## src/rtl/mbx_pkg.sv

```systemverilog
package mbx_pkg;

    localparam int PTR_W  = 8;
    localparam int DATA_W = 32;

    // register word addresses
    localparam logic [1:0] ADDR_H2F_WIN = 2'd0;
    localparam logic [1:0] ADDR_F2H_WIN = 2'd1;
    localparam logic [1:0] ADDR_HCTRL   = 2'd2;
    localparam logic [1:0] ADDR_FVIEW   = 2'd3;

    // control word bit positions
    localparam int BIT_IE  = 0;
    localparam int BIT_IS  = 1;
    localparam int BIT_IG  = 2;
    localparam int BIT_RDY = 3;
    localparam int BIT_RST = 4;
    localparam int BIT_OVF = 5;
    localparam int CTL_W   = 5;

    typedef enum logic [1:0] {
        LNK_IDLE  = 2'd0,
        LNK_READY = 2'd1,
        LNK_RESET = 2'd2
    } link_state_e;

endpackage

```

## src/rtl/mbx_ring.sv

```systemverilog
module mbx_ring #(
    parameter int DEPTH = 16,
    parameter int DW    = 32,
    parameter int PW    = 8
) (
    input  logic          clk,
    input  logic          rst_n,
    input  logic          flush,
    input  logic          push,
    input  logic [DW-1:0] push_data,
    input  logic          pop,
    output logic [DW-1:0] pop_data,
    output logic [PW-1:0] wptr,
    output logic [PW-1:0] rptr,
    output logic          ovf
);
    localparam int AW = $clog2(DEPTH);
    localparam logic [PW-1:0] DEPTH_P = PW'(DEPTH);

    logic [DW-1:0] mem [DEPTH];
    logic [PW-1:0] fill;
    logic          full;
    logic          empty;

    assign fill  = wptr - rptr;
    assign full  = (fill == DEPTH_P);
    assign empty = (fill == '0);

    always_ff @(posedge clk) begin
        if (push && !full && !flush) begin
            mem[wptr[AW-1:0]] <= push_data;
        end
    end

    always_ff @(posedge clk or negedge rst_n) begin
        if (!rst_n) begin
            wptr <= '0;
            rptr <= '0;
            ovf  <= 1'b0;
        end else if (flush) begin
            wptr <= '0;
            rptr <= '0;
            ovf  <= 1'b0;
        end else begin
            if (push) begin
                if (full) begin
                    ovf <= 1'b1;
                end else begin
                    wptr <= wptr + 1'b1;
                end
            end
            if (pop && !empty) begin
                rptr <= rptr + 1'b1;
            end
        end
    end

    assign pop_data = empty ? '0 : mem[rptr[AW-1:0]];

endmodule

```

## src/rtl/mbx_host_ctrl.sv

```systemverilog
module mbx_host_ctrl
    import mbx_pkg::*;
(
    input  logic             clk,
    input  logic             rst_n,
    input  logic             csr_wr,
    input  logic [CTL_W-1:0] csr_wdata,
    input  logic             fw_ring,
    output logic             flush,
    output logic             ie,
    output logic             is_pend,
    output logic             reset_bit,
    output logic             ready_bit,
    output logic             doorbell,
    output logic             irq
);
    link_state_e state_q, state_d;

    logic w_rst, w_rdy;
    assign w_rst = csr_wdata[BIT_RST];
    assign w_rdy = csr_wdata[BIT_RDY];

    // state register
    always_ff @(posedge clk or negedge rst_n) begin
        if (!rst_n) state_q <= LNK_IDLE;
        else        state_q <= state_d;
    end

    // next state
    always_comb begin
        state_d = state_q;
        unique case (state_q)
            LNK_IDLE, LNK_READY: begin
                if (csr_wr) begin
                    if (w_rst)      state_d = LNK_RESET;
                    else if (w_rdy) state_d = LNK_READY;
                    else            state_d = LNK_IDLE;
                end
            end
            LNK_RESET: begin
                if (csr_wr && !w_rst) begin
                    state_d = w_rdy ? LNK_READY : LNK_IDLE;
                end
            end
            default: state_d = LNK_IDLE;
        endcase
    end

    // outputs decoded from the state
    always_comb begin
        flush     = 1'b0;
        reset_bit = 1'b0;
        ready_bit = 1'b0;
        unique case (state_q)
            LNK_IDLE:  flush = csr_wr && w_rst;
            LNK_READY: begin
                ready_bit = 1'b1;
                flush     = csr_wr && w_rst;
            end
            LNK_RESET: reset_bit = 1'b1;
            default: ;
        endcase
    end

    // enable, pending cause and doorbell pulse
    always_ff @(posedge clk or negedge rst_n) begin
        if (!rst_n) begin
            ie       <= 1'b0;
            is_pend  <= 1'b0;
            doorbell <= 1'b0;
        end else begin
            doorbell <= csr_wr && csr_wdata[BIT_IG];
            if (csr_wr) ie <= csr_wdata[BIT_IE];
            if (fw_ring)                         is_pend <= 1'b1;
            else if (csr_wr && csr_wdata[BIT_IS]) is_pend <= 1'b0;
        end
    end

    assign irq = ie && is_pend;

endmodule

```

## src/rtl/mbx_doorbell.sv

```systemverilog
module mbx_doorbell
    import mbx_pkg::*;
#(
    parameter int DEPTH = 16
) (
    input  logic              clk,
    input  logic              rst_n,
    input  logic              reg_wr,
    input  logic              reg_rd,
    input  logic [1:0]        reg_addr,
    input  logic [DATA_W-1:0] reg_wdata,
    output logic [DATA_W-1:0] reg_rdata,
    output logic              host_irq,
    input  logic              fw_push,
    input  logic [DATA_W-1:0] fw_push_data,
    input  logic              fw_pop,
    output logic [DATA_W-1:0] fw_pop_data,
    output logic              fw_msg_avail,
    input  logic              fw_ready,
    input  logic              fw_ring,
    output logic              fw_doorbell
);
    localparam int NRING = 2;  // 0: host to firmware, 1: firmware to host
    localparam logic [PTR_W-1:0] DEPTH_F = PTR_W'(DEPTH);

    logic              rg_push      [NRING];
    logic [DATA_W-1:0] rg_push_data [NRING];
    logic              rg_pop       [NRING];
    logic [DATA_W-1:0] rg_pop_data  [NRING];
    logic [PTR_W-1:0]  rg_wptr      [NRING];
    logic [PTR_W-1:0]  rg_rptr      [NRING];
    logic              rg_ovf       [NRING];

    logic hs_flush, hs_ie, hs_is, hs_rst, hs_rdy, ctl_wr;

    assign ctl_wr = reg_wr && (reg_addr == ADDR_HCTRL);

    assign rg_push[0]      = reg_wr && (reg_addr == ADDR_H2F_WIN);
    assign rg_push_data[0] = reg_wdata;
    assign rg_pop[0]       = fw_pop;
    assign rg_push[1]      = fw_push;
    assign rg_push_data[1] = fw_push_data;
    assign rg_pop[1]       = reg_rd && (reg_addr == ADDR_F2H_WIN);

    for (genvar g = 0; g < NRING; g++) begin : g_ring
        mbx_ring #(
            .DEPTH (DEPTH),
            .DW    (DATA_W),
            .PW    (PTR_W)
        ) u_ring (
            .clk       (clk),
            .rst_n     (rst_n),
            .flush     (hs_flush),
            .push      (rg_push[g]),
            .push_data (rg_push_data[g]),
            .pop       (rg_pop[g]),
            .pop_data  (rg_pop_data[g]),
            .wptr      (rg_wptr[g]),
            .rptr      (rg_rptr[g]),
            .ovf       (rg_ovf[g])
        );
    end

    mbx_host_ctrl u_ctrl (
        .clk       (clk),
        .rst_n     (rst_n),
        .csr_wr    (ctl_wr),
        .csr_wdata (reg_wdata[CTL_W-1:0]),
        .fw_ring   (fw_ring),
        .flush     (hs_flush),
        .ie        (hs_ie),
        .is_pend   (hs_is),
        .reset_bit (hs_rst),
        .ready_bit (hs_rdy),
        .doorbell  (fw_doorbell),
        .irq       (host_irq)
    );

    assign fw_pop_data  = rg_pop_data[0];
    assign fw_msg_avail = (rg_wptr[0] != rg_rptr[0]);

    always_comb begin
        reg_rdata = '0;
        unique case (reg_addr)
            ADDR_H2F_WIN: reg_rdata = '0;
            ADDR_F2H_WIN: reg_rdata = rg_pop_data[1];
            ADDR_HCTRL:   reg_rdata = {DEPTH_F, rg_wptr[0], rg_rptr[0], 2'b00,
                                       rg_ovf[0], hs_rst, hs_rdy, 1'b0, hs_is, hs_ie};
            ADDR_FVIEW:   reg_rdata = {DEPTH_F, rg_wptr[1], rg_rptr[1], 2'b00,
                                       rg_ovf[1], 1'b0, fw_ready, 3'b000};
            default:      reg_rdata = '0;
        endcase
    end

endmodule

```

## config.mk

```make
export PLATFORM = sky130hd
export DESIGN_NAME = mbx_doorbell
export DESIGN_NICKNAME = d
export VERILOG_FILES = /design/src/rtl/mbx_pkg.sv /design/src/rtl/mbx_ring.sv /design/src/rtl/mbx_host_ctrl.sv /design/src/rtl/mbx_doorbell.sv
export SDC_FILE = /design/constraint.sdc
export NUM_CORES = 1
export LEC_CHECK = 0
export BUFFER_PORTS_ARGS = -buffer_cell sky130_fd_sc_hd__buf_2
export CORE_MARGIN = 1.5
export CORE_UTILIZATION = 55
export DETAILED_ROUTE_END_ITERATION = 16
export HOLD_SLACK_MARGIN = 0.03
export MAX_ROUTING_LAYER = met4
export PLACE_DENSITY = 0.76
export SYNTH_ARGS = -nofsm -noshare
export SYNTH_HDL_FRONTEND = slang
export SYNTH_HIERARCHICAL = 1
export SYNTH_SLANG_ARGS = --single-unit
```

## constraint.sdc

```tcl
create_clock -name clk -period 7.5 [get_ports clk]
set_clock_uncertainty 0.15 [all_clocks]
set_input_delay 1.5 -clock clk [delete_from_list [all_inputs] [get_ports clk]]
set_output_delay 1.5 -clock clk [all_outputs]
set_load 0.02 [all_outputs]
```

==> summary.md, run 1 <==
| Metric | Value |
|---|---|
| Hold path depth | 1 |
| Final hold violation count | 0 |
| Max Slew Vio Count | 0 |
| Top-count cell post-synth | edfxtp_1 |
| Clock Power Share | 0.303 |
| Root buf cell | clkbuf_16 |
| Hold endpoint | u_ctrl/is_pend |
| Core Area | 0.0772 mm^2 |
| GR Util met1 | 0.331 |
| Worst EP arrival | 4.42 ns |
| Die ar. | 0.0794 mm^2 |
| Synthesis Warnings | 6 |
| GRT busiest layer | met2 |
| Int Pwr | 12.4 mW |
| Yosys cell types | 70 |
| CTS tree | done |
| DP Area | 0.0447 mm^2 |
| Largest net degree at the start of global routing | 135 |
| Share of layout cells above drive strength 1 | 0.315 |
| Post-CTS Hold Fix Bufs | 0 |
| Final core utilization | 0.626 |
| Crit Path Class | reg2out |
| Seq cells post-synth | 1,063 |
| Residual DRC | 0 |
| Min Tclk post-route | 6.07 ns |
| Slew headroom | 0.156 |
| Initial DRC count | 2,588 |
| Clock transition time at the flip-flop clock pins of the worst setup and hold paths | 0.06 ns |
| Syn Nets | 2,117 |
| Number of nets in the layout | 2,302 |
| Comb pwr share | 0.293 |
| Slack of the critical path | 1.43 ns |
| Post-DP HPWL | 53,300 um |
| EDFF count, synth | 1,024 |
| Worst r2r path cells | 10 |
| Leakage | 15.8 nW |
| Site row count | 102 |
| Flop pwr share | 0.404 |
| H-tree Lvls | 3 |
| First-pass GRT wire length | 141,000 um |
| ANT nets after route | 0 |
| Net Sw Frac | 0.297 |
| Crit-path max FO | 77 |
| Pwr dens | 365 mW/mm^2 |
| Post-CTS Repair Setup Buffers | 0 |
| Post-route cell area | 0.0483 mm^2 |
| Crit start category | register |
| Worst slew pin tran | 1.27 ns |
| Critical Path RT | 5.85 ns |
| Fillers | 5,108 |
| Met2 Use GR | 0.409 |
| Switching power | 5.25 mW |
| DR vias | 21,129 |
| TritonCTS Buffers | 103 |
| CP max stage cell | buf_4 |
| Status | finished, final reports clean |
| RSZ-0062 raised after global routing | no |
| Final setup viols | 0 |
| F_max | 165 MHz |
| Mapped Area | 0.0428 mm^2 |
| Post-placement setup slack | 2.07 ns |
| IO Pins | 141 |
| CTS resizes | 0 |
| Top_reg_cell synth | edfxtp_1 |
| Sequential-to-total area share from yosys stat | 0.742 |
| Synth cell count leaders | 1,024 x edfxtp_1, 269 x mux4_2, 70 x mux2i_1 |
| Area growth syn-to-layout | 13.0% |
| R2R Path End | g_ring[0].u_ring/mem[11][29] |
| Final worst-path cycle share | 0.810 |
| Maximum VDD drop | 0.358 mV |
| Synth top area cells | edfxtp_1 72%, mux4_2 14%, dfrtp_1 2.3%, mux2i_1 1.6%, nor2b_1 0.95% |
| Final wirelength | 96,900 um |
| Tot Pwr | 17.7 mW |
| Max Cap Violations | 0 |
| Synth top area share | 0.719 |
| Worst R2R Setup Slack | 2.75 ns |
| Dominant cell type by area after synthesis | edfxtp_1 |
| Die X | 282 um |
| Setup TNS | 0 ns |
| Chip height | 282 um |
| Routed length per instance | 29.0 um |
| Clock Latency Late Sink | 0.67 ns |
| Initial antenna violation count | 10 |
| Clk sinks | 1,063 |
| Gr ovfl total | 0 |
| Reg2reg start | g_ring[0].u_ring/rptr[1] |
| Hold_sp | u_ctrl/is_pend |
| Final Wtd Congestion | 0.846 |
| Effective utilization at floorplan | 0.554 |
| Met3 usage | 0.0568 |
| Port bufs | 140 |
| Gate Count Post-Synth | 2,019 |
| Vias in the first global route | 21,577 |
| Pre-Repair DR Iteration Count | 6 |
| Avg Vias per Cell | 6.33 |
| Crit end category | output port |
| Crit-path cells | buf_4 > buf_4 > mux4_2 > mux4_2 > nor2b_1 > a22o_1 > buf_2 |
| Total GRT Usage | 0.255 |
| CP peak stage delay | 0.86 ns |
| Clock Tree Buf Depth | 3 |
| Hold Crit Class | reg2reg |
| Syn avg cell area | 21.2 um^2 |
| Async SR Flop Fraction | 0.0367 |
## sequential cells by signal (all words and copies together), names as in the netlist
name,flops
g_ring.u_ring/mem,1024
u_ctrl/state_q,2
u_ctrl/ie,1
u_ctrl/is_pend,1
g_ring.u_ring/wptr,16
u_ctrl/doorbell,1
g_ring.u_ring/rptr,16
g_ring.u_ring/ovf,2
## cells in the final DEF (no fill, tap or decap), types with 16 or more instances in the layout
master / n
a211oi_1: 18
mux2i_1: 70
nand2_1: 35
edfxtp_1: 1024
mux4_2: 269
o22ai_1: 16
a21oi_1: 27
bufinv_16: 17
inv_1: 17
and4_2: 16
nor2b_1: 65
o221ai_1: 32
ha_1: 24
clkinv_2: 23
dfrtp_1: 33
buf_2: 140
mux2_4: 18
a22o_1: 21
clkbuf_16: 103
nor2_1: 34
buf_4: 46
## logic make-up after synthesis
| kind of cell | count (synthesis) | synth area share |
|---|---|---|
| flip-flops | 1063 | 0.742 |
| buffers and inverters | 128 | 0.0142 |
| AND/OR/NAND/NOR | 256 | 0.0358 |
| AO/OA/AOI/OAI | 156 | 0.0284 |
| XOR/XNOR | 20 | 0.00453 |
| multiplexers | 372 | 0.168 |
| adder cells (fa/ha/maj) | 24 | 0.00702 |
## how the worst max path moves through the flow
stage                             startpoint  slack [ns]                    endpoint  cells past startpoint
global placement                 reg_addr[0]        2.15               reg_rdata[13]                      4
global route        g_ring[1].u_ring/rptr[1]        1.30                reg_rdata[5]                      7
CTS                 g_ring[1].u_ring/rptr[1]        1.45                reg_rdata[4]                      7
detailed placement               reg_addr[0]        2.07               reg_rdata[13]                      4
finish              g_ring[1].u_ring/rptr[1]        1.43                reg_rdata[4]                      7
floorplan                        reg_addr[1]        1.17  g_ring[0].u_ring/mem[7][0]                      5
## worst max-delay path, delay by kind of cell (launching register included)
family                 cells  cell delay, ns
flip-flops                 1            0.40
buffers and inverters      3            1.84
AO/OA/AOI/OAI              1            0.30
multiplexers               2            0.96
AND/OR/NAND/NOR            1            0.19
## metal layers
metal | share of wire | up-vias
met5 | 0 | -
met2 | 0.50 | 985
met4 | 0.023 | 0
met3 | 0.084 | 160
li1 | - | 8856
met1 | 0.39 | 11128
## power by group through the flow
stage               combinational (mW)  sequential (mW)  clock (mW)
detailed placement                5.15             7.25           0
global route                      5.50             7.16        5.64
CTS                               5.20             7.13        5.41
global placement                  5.07             7.23           0
finish                            5.18             7.13        5.35
floorplan                         3.86             7.10           0
## cell type report
class | count | area (um^2) | area share
Antenna cell | 10 | 25.0 | 0.000518
Clock buffer | 120 | 2700 | 0.0559
Clock inverter | 70 | 855 | 0.0177
Inverter | 20 | 75.1 | 0.00155
Multi-Input combinational cell | 828 | 10500 | 0.218
Sequential cell | 1063 | 31700 | 0.657
Tap cell | 1040 | 1300 | 0.0269
Timing Repair Buffer | 188 | 1090 | 0.0225
## stage by stage
step	cells	hold slack [ns]
after global placement	3139	0.357
final	3339	0.376
after CTS	3329	0.359
after floorplan	2019	0.313
after detailed placement	3139	0.348
after global routing	3339	0.401
(Power assumes the default switching activity.)
==> run 2: changes to the inputs <==
Settings changed: ABC_AREA set to 1.
Clock period 7.5 ns to 5.63 ns, I/O delays scaled along.
==> summary.md, run 2 <==
| Metric | Value |
|---|---|
| Clock Latency Late Sink | 0.68 ns (about the same) |
| Mapped Area | 0.0446 mm^2 (+4.3%) |
| Yosys cell types | 46 (-34%) |
| Clock Power Share | 0.288 (-0.015) |
| Root buf cell | clkbuf_16 |
| Area growth syn-to-layout | 10.8% |
| Avg Vias per Cell | 6.00 (-5.2%) |
| Top_reg_cell synth | edfxtp_1 |
| Leakage | 17.5 nW (+11%) |
| F_max | 206 MHz |
| Critical Path RT | 4.35 ns (-1.50 ns) |
| Reg2reg start | g_ring[0].u_ring/rptr[2] |
| Top-count cell post-synth | edfxtp_1 |
| Effective utilization at floorplan | 0.555 (+0.000730) |
| Synth top area share | 0.689 (-0.0296) |
| Port bufs | 140 (unchanged) |
| Seq cells post-synth | 1,063 (unchanged) |
| Min Tclk post-route | 4.86 ns |
| Synthesis Warnings | 6 (unchanged) |
| Comb pwr share | 0.312 (+0.019) |
| Clock transition time at the flip-flop clock pins of the worst setup and hold paths | 0.06 ns (about the same) |
| Slew headroom | 0.141 (-0.0152) |
| Status | finished, final reports clean |
| Post-DP HPWL | 62,600 um (+17%) |
| Gr ovfl total | 0 (unchanged) |
| Final wirelength | 111,000 um (+14%) |
| CTS resizes | 0 (unchanged) |
| Residual DRC | 0 (unchanged) |
| Die ar. | 0.0828 mm^2 (+4.2%) |
| Final hold slack | 0.386 ns (+0.0105 ns) |
| Net Sw Frac | 0.357 (+0.0595) |
| Core Area | 0.0804 mm^2 (+4.2%) |
| DP Area | 0.0461 mm^2 (+3.1%) |
| Synth cell count leaders | 1,024 x edfxtp_1, 851 x nand2_1, 535 x nand3_1 |
| Largest net degree at the start of global routing | 178 (+32%) |
| Site row count | 104 (+2.0%) |
| Pwr dens | 469 mW/mm^2 (+28%) |
| Setup TNS | 0 ns (unchanged) |
| RSZ-0062 raised after global routing | no |
| Final worst-path cycle share | 0.863 |
| Int Pwr | 14.9 mW (+20%) |
| Syn avg cell area | 12.0 um^2 (-43%) |
| Clk sinks | 1,063 (unchanged) |
| Clock Tree Buf Depth | 3 (unchanged) |
| EDFF count, synth | 1,024 (unchanged) |
| Synth top area cells | edfxtp_1 69%, nand2_1 7.2%, nand3_1 6.0%, nor2_1 2.3%, dfrtp_1 2.2% |
| Routed length per instance | 22.5 um (-23%) |
| Final hold violation count | 0 (unchanged) |
| Fillers | 5,965 (+17%) |
| Switching power | 8.27 mW (+58%) |
| CTS tree | done |
| DR vias | 29,539 (+40%) |
| Crit-path max FO | 32 (-58%) |
| Post-route cell area | 0.0494 mm^2 (+2.3%) |
| IO Pins | 141 (unchanged) |
| Gate Count Post-Synth | 3,719 (+84%) |
| Crit Path Class | reg2out |
| Post-CTS Hold Fix Bufs | 0 (unchanged) |
| Dominant cell type by area after synthesis | edfxtp_1 |
| First-pass GRT wire length | 167,000 um (+18%) |
| Final setup viols | 0 (unchanged) |
| Most common cell after layout, fill and taps aside | edfxtp_1 |
| Max Slew Vio Count | 0 (unchanged) |
| Hold Crit Class | reg2reg |
| Sequential-to-total area share from yosys stat | 0.711 (-0.0305) |
| Number of nets in the layout | 3,871 (+68%) |
| Post-CTS Repair Setup Buffers | 0 (unchanged) |
| Total GRT Usage | 0.274 (+0.0188) |
| H-tree Lvls | 3 (unchanged) |
| Hold_sp | u_ctrl/ie |
| Max reg flops | 1,024 (unchanged) |
| Pre-Repair DR Iteration Count | 6 (unchanged) |
| Die X | 288 um (+2.1%) |
| Worst slew pin tran | 1.29 ns (+0.0198 ns) |
| Vias in the first global route | 28,204 (+31%) |
| Share of layout cells above drive strength 1 | 0.115 (-0.200) |
| Maximum VDD drop | 0.363 mV (+1.3%) |
| Crit end category | output port |
| Flop pwr share | 0.400 (-0.004) |
| Most frequent cells in the layout | 1,024 x edfxtp_1, 851 x nand2_1, 535 x nand3_1 |
| TritonCTS Buffers | 103 (unchanged) |
| Chip height | 288 um (+2.1%) |
| Crit start category | register |
| Async SR Flop Fraction | 0.0367 (unchanged) |
| Initial DRC count | 3,101 (+20%) |
| Initial antenna violation count | 9 (-1) |
| Syn Nets | 3,817 (+80%) |
| Critical path launch point | g_ring[1].u_ring/wptr[2] |
| ANT nets after route | 0 (unchanged) |
| Worst EP arrival | 3.58 ns (-0.84 ns) |
| Max Cap Violations | 0 (unchanged) |
| Final Wtd Congestion | 0.901 (+6.6%) |
run 2: area by class of cell:
class,instances,area [um^2],share of cell area
diodes,8,20.0,0.000405
clock buffers,121,2650,0.0535
clock inverters,65,638,0.0129
inverters,118,465,0.00942
multi-input cells,2302,11400,0.231
flip-flops and latches,1063,31700,0.642
well taps,1060,1330,0.0268
repair buffers,185,1150,0.0233
run 2: worst paths after layout:
check	slack, ns	to	cells after the start
worst max-delay path	0.77	reg_rdata[17]	13
worst min-delay path	0.39	u_ctrl/ie	2
worst max register to register	1.35	g_ring[0].u_ring/mem[14][26]	10
worst min register to register	0.39	u_ctrl/ie	2
max in group asynchronous	4.16	g_ring[0].u_ring/rptr[0]	1
min in group asynchronous	0.43	g_ring[1].u_ring/rptr[1]	1
run 2: cell families after synthesis:
logic type | Yosys count | share of synthesized area
compound gates | 412 | 0.0557
xor+xnor | 27 | 0.00530
fa+ha+maj | 24 | 0.00673
buf+inv | 354 | 0.0365
flops | 1063 | 0.711
simple gates | 1839 | 0.184
run 2: power by group through the flow:
| stage | Clock, mW | Combinational, mW | Sequential (mW) |
|---|---|---|---|
| 5_1_grt | 7.03 | 7.85 | 9.29 |
| 4_1_cts | 6.74 | 7.19 | 9.26 |
| 2_1_floorplan | 0 | 4.89 | 9.34 |
| 3_5_place_dp | 0 | 7.15 | 9.43 |
| 3_3_place_gp | 0 | 7.04 | 9.42 |
| 6_report | 6.69 | 7.24 | 9.27 |
run 2: metrics by stage:
| step | instances | total power, mW | util | worst slack [ns] |
|---|---|---|---|---|
| after floorplan | 3719 | 14.2 | - | 1.59 |
| after global placement | 4728 | 16.5 | 0.574 | 1.30 |
| final | 4922 | 23.2 | 0.615 | 0.772 |
| after detailed placement | 4728 | 16.6 | 0.574 | 1.24 |
| after global routing | 4922 | 24.2 | 0.615 | 0.570 |
| after CTS | 4914 | 23.2 | 0.614 | 0.724 |
run 2: per-layer routing:
metal,part of all wire,GRT usage,vias up
met5,0,-,-
met4,0.039,0.111,0
met3,0.083,0.0396,272
met2,0.50,0.451,1489
met1,0.38,0.343,14320
li1,-,-,13458
run 2: worst max-delay path, cell delays in order (launching register included):
cell,delay [ns]
dfrtp_1,0.50
ha_1,0.42
or2_1,0.29
nand3_1,0.12
nand2_1,0.06
nand2_1,0.07
nand2_2,0.07
nor2_4,0.16
nand2_4,0.15
inv_6,0.36
nor3_2,0.17
nand2_1,0.11
nand3_1,0.15
buf_2,0.21
